`src/rtl/ring_tracker.sv`:
```
module ring_tracker #(
  parameter int AW        = 16,
  parameter int WCW       = 8,
  parameter int NBW       = 4,
  parameter int SIZE      = 200,
  parameter int HIGH_MARK = 60,
  parameter int BLK_BYTES = 20
) (
  input  logic           clk,
  input  logic           rst_n,
  input  logic           sub_req,
  input  logic [NBW-1:0] sub_blocks,
  input  logic           eng_idle,
  input  logic           flush_req,
  input  logic           stamp_req,
  input  logic           stamp_dispatched,
  input  logic [AW-1:0]  stamp_base,
  input  logic [AW-1:0]  eng_head,
  input  logic [WCW-1:0] age_wrap,
  input  logic [AW-1:0]  age_head,
  output logic           sub_ok,
  output logic           sub_busy,
  output logic           flush_issue,
  output logic           wrap_start,
  output logic           stamp_valid,
  output logic [AW-1:0]  stamp_head,
  output logic [WCW-1:0] stamp_wrap,
  output logic           retired,
  output logic [AW-1:0]  tail,
  output logic [AW-1:0]  space,
  output logic           wrapped,
  output logic [WCW-1:0] wrap_cnt
);
  localparam logic [AW-1:0] SIZE_L = AW'(SIZE);
  localparam logic [AW-1:0] HIGH_L = AW'(HIGH_MARK);
  localparam logic [AW-1:0] BLK_L  = AW'(BLK_BYTES);

  logic [AW-1:0] adv;
  logic          low;

  assign space   = SIZE_L - tail;
  assign low     = space < HIGH_L;
  assign adv     = AW'(sub_blocks) * BLK_L;
  assign retired = (age_wrap < wrap_cnt) ||
                   ((age_wrap == wrap_cnt) && (age_head < eng_head));

  always_ff @(posedge clk) begin
    if (!rst_n) begin
      tail        <= '0;
      wrapped     <= 1'b0;
      wrap_cnt    <= '0;
      sub_ok      <= 1'b0;
      sub_busy    <= 1'b0;
      flush_issue <= 1'b0;
      wrap_start  <= 1'b0;
      stamp_valid <= 1'b0;
      stamp_head  <= '0;
      stamp_wrap  <= '0;
    end else begin
      sub_ok      <= 1'b0;
      sub_busy    <= 1'b0;
      flush_issue <= 1'b0;
      wrap_start  <= 1'b0;
      stamp_valid <= stamp_req;
      if (stamp_req) begin
        stamp_head <= stamp_dispatched ? tail + stamp_base : '0;
        stamp_wrap <= stamp_dispatched ? wrap_cnt : '0;
      end
      if (sub_req) begin
        if (wrapped && eng_idle) begin
          wrapped  <= 1'b0;
          wrap_cnt <= wrap_cnt + 1'b1;
          tail     <= adv;
          sub_ok   <= 1'b1;
        end else if (wrapped && low) begin
          sub_busy <= 1'b1;
        end else begin
          tail   <= tail + adv;
          sub_ok <= 1'b1;
        end
      end else if (flush_req && !wrapped) begin
        if (low) begin
          wrapped    <= 1'b1;
          wrap_start <= 1'b1;
        end else begin
          flush_issue <= 1'b1;
        end
      end
    end
  end
endmodule


```
`config.mk`:
```
export PLATFORM = sky130hd
export DESIGN_NAME = ring_tracker
export DESIGN_NICKNAME = d
export VERILOG_FILES = /design/src/rtl/ring_tracker.sv
export SDC_FILE = /design/constraint.sdc
export NUM_CORES = 1
export LEC_CHECK = 0
export BUFFER_PORTS_ARGS = -buffer_cell sky130_fd_sc_hd__buf_4
export CAP_MARGIN = 0
export CELL_PAD_IN_SITES_DETAIL_PLACEMENT = 0
export CELL_PAD_IN_SITES_GLOBAL_PLACEMENT = 1
export CORE_UTILIZATION = 33
export DETAILED_ROUTE_END_ITERATION = 10
export PLACE_DENSITY_LB_ADDON = 0.1
export RECOVER_POWER = 25
export SYNTH_ARGS = -nofsm -noshare
export SYNTH_HDL_FRONTEND = slang
export SYNTH_SLANG_ARGS = --single-unit
```
`constraint.sdc`:
```
create_clock -name clk -period 3.05 [get_ports clk]
set_input_delay 0.305 -clock clk [delete_from_list [all_inputs] [get_ports clk]]
set_output_delay 0.305 -clock clk [all_outputs]
set_load 0.01 [all_outputs]
```
==> results.md <==
* Share of layout cells above drive strength 1 at 0.252
* Worst VDD drop at 0.000221 V
* Die area at 12700 sq um
* GRT Util Overall at 0.182
* Clock skew at 0.00483 ns
* Crit path required time at 3.28 ns
* Clk Latency, worst-skew pair at 0.29 ns
* Synth Register Bits at 52
* Final Hold Fails at 0
* Final instance area at 5460 sq um
* Routability cong. at around 0.84
* Slowest-stage cell, CP: or4b_4
* Max-capacitance violation count at 0
* Least-Margin Pin Slew at about 1.1 ns
* TritonRoute pass-1 iters at 4
* RSZ-0062 raised after global routing: false
* Clock Power Share at 0.298
* Clock tree root driver cell: clkbuf_16
* Crit path DAT at around 3.1 ns
* Crit-path cells: buf_4 -> ha_1 -> ha_2 -> fa_2 -> ha_4 -> nand2_1 -> o211ai_1 -> o211ai_1 -> or4b_4 -> or3_1 -> a21oi_1
* Final worst path period share at 0.953
* Commonest non-fill, non-tap cell in the layout: buf_4
* Logic pwr share at 0.371
* Final setup fails at 0
* Synth top area cells: dfxtp_1 (26%), ha_1 (16%), xnor2_1 (4.7%)
* CP max stage delay at 0.56 ns
* Min-Delay Path Class: input pin to flop
* First-pass GRT wire length at 18.5 mm
* Most used cell, CP: o211ai_1
* Number of routed nets with antenna violations at 0
* Clk buf depth at 2
* Hold-fix buffers, CTS at 0
* CTS tree: done
* PD cells at 411 nW/um^2
* Cell taking the most area after synthesis: dfxtp_1
* Via count at between 4000 and 5000
* Die X at 113 microns
* Clock sink count at 52
* Number of CTS-inserted buffers at 5
* EDFF count, synth at 0
* Slew HR at 0.279
* Final core utilization at 0.454
* GR Overflow Total at 0
* Start point of the critical path: sub_blocks[1]
* H-tree Lvls at 2
* Port bufs at around 130
* Detailed Route Iter0 Violations at 214
* Area share of the largest cell type after synthesis at 0.256
* Core Area at 12000 sq um
* Post-synthesis cell count at 504
* Switching part of the total at 0.317
* Post-synthesis sequential area ratio at 0.256
* Layout area overhead at 34.4%
* Number of global-route vias before repair at slightly below 4000
* N_diodes at 0
* P_sw at ~0.7 mW
* Wirelength per Cell at 14.7 microns
* Min-delay src: stamp_base[0]
* Sequential share of power at 0.331
* Critical path type: input pin to flop
* Vias/cell at 5.09
* R2r startpoint: tail[2]
* Initial antenna violation count at 0
* Setup crit start kind: input pin
* Largest net degree at the start of global routing at 33
* Prevailing post-synth register cell: dfxtp_1
* Post-DP Area at 5350 sq um
* Crit path time final at 2.91 ns
* Post-synth ARST share at 0
* Layout Nets at 767
* Critical path capture point type: flop
* Setup TNS Final at 0 ns
* Residual DRC at 0
* Worst-path clk slew at 0.07 ns
* I/O pins at 138
* Internal power at 1.53 mW
* Most frequent cells in the layout: buf_4 (140), dfxtp_1 (52), ha_1 (49)
* Crit path max fanout at 4
* Yosys cell types at 65
* Die Ht at 113 microns
* Row count at 40
* Mapped Area at around 4100 sq um
* Pleak at 2.51 nW
* Final Max Slew Viols at 0
* Initial Util at 0.338
* Fmax at 344 MHz
* Mean Syn Cell Area at 8.05 sq um
* Number of synthesis warnings at 0
* Status: completed
* Total Wirelength at 11.7 mm
* Hpwl dp at 9.49 mm
worst max-delay path, delay by kind of cell:
family	cells	cell delay [ns]
simple gates	3	0.95
compound gates	3	0.48
fa+ha+maj	4	1.29
buf+inv	1	0.11
cell families after synthesis:
logic type / Yosys count / share of synthesized area
AOI/OAI and AO/OA: 126 / 0.211
xor gates and xnor gates: 33 / 0.0712
adders and majority gates: 53 / 0.167
buffers and inverters: 65 / 0.0697
DFF: 52 / 0.256
muxes: 1 / 0.00247
other: 1 / 0.000924
and+or+nand+nor: 173 / 0.221
Yosys cell counts, types with 6 or more instances:
library cell / n
a211oi_1: 7
o31ai_1: 6
nand4_1: 7
nand2b_1: 14
a21o_1: 9
a21oi_1: 36
o211ai_1: 7
ha_1: 51
inv_1: 38
nand3_1: 22
xnor2_1: 22
or3_1: 8
o21a_1: 7
clkbuf_1: 13
dfxtp_1: 52
o21ai_0: 28
nor2_1: 38
xor2_1: 11
nand2_1: 34
nor2b_1: 12
nor3_1: 10
and2_1: 8
path summary, 6_finish.rpt:
| kind | cells past startpoint | slack (ns) | end |
|---|---|---|---|
| worst max register to register | 9 | 0.24 | tail[2] |
| worst min-delay path | 3 | 0.25 | stamp_head[0] |
| worst max-delay path | 11 | 0.14 | tail[13] |
| worst min register to register | 2 | 0.45 | stamp_head[15] |
flip-flops by register name, indices dropped and copies added (netlist names):
signal / flops
wrapped: 1
stamp_head: 16
sub_busy: 1
tail: 14
wrap_start: 1
sub_ok: 1
stamp_valid: 1
stamp_wrap: 8
wrap_cnt: 8
flush_issue: 1
area by class of cell:
cell class                 count  area, sq um
fill                        1241         6560
multi-input combinational    390         2770
timing repair buffer         160         1140
sequential                    52         1040
tap                          147          184
inverter                      38          143
clock buffer                   6          139
clock inverter                 2         38.8
timing repair:
item / in CTS / in global routing
resized for setup: 0 / 1
setup endpoints to repair: 0 / 1
setup buffers: 0 / 0
per-stage QoR:
| stage | instances | setup WS [ns] | power, mW | hold WS (ns) |
|---|---|---|---|---|
| finish | 795 | 0.143 | 2.24 | 0.245 |
| floorplan | 507 | 0.0305 | 1.25 | 0.444 |
| global route | 795 | 0.0423 | 2.38 | 0.260 |
| detailed placement | 787 | -0.202 | 1.60 | 0.444 |
| global placement | 787 | -0.148 | 1.59 | 0.443 |
| CTS | 795 | 0.106 | 2.28 | 0.246 |
routing by layer:
layer  track usage  part of all wire  vias up
met3        0.0246             0.051       14
li1              -                 -     2057
met2         0.318              0.47      117
met1         0.234              0.46     1862
met5             0                 0        -
met4        0.0500             0.016        0
power groups by stage:
| stage | Combinational, mW | Sequential, mW | Clock, mW |
|---|---|---|---|
| after global placement | 0.833 | 0.758 | 0 |
| after detailed placement | 0.844 | 0.758 | 0 |
| after CTS | 0.847 | 0.742 | 0.689 |
| after floorplan | 0.480 | 0.774 | 0 |
| after global routing | 0.924 | 0.746 | 0.708 |
| final | 0.833 | 0.742 | 0.668 |
Power figures use the tool's default switching activity.
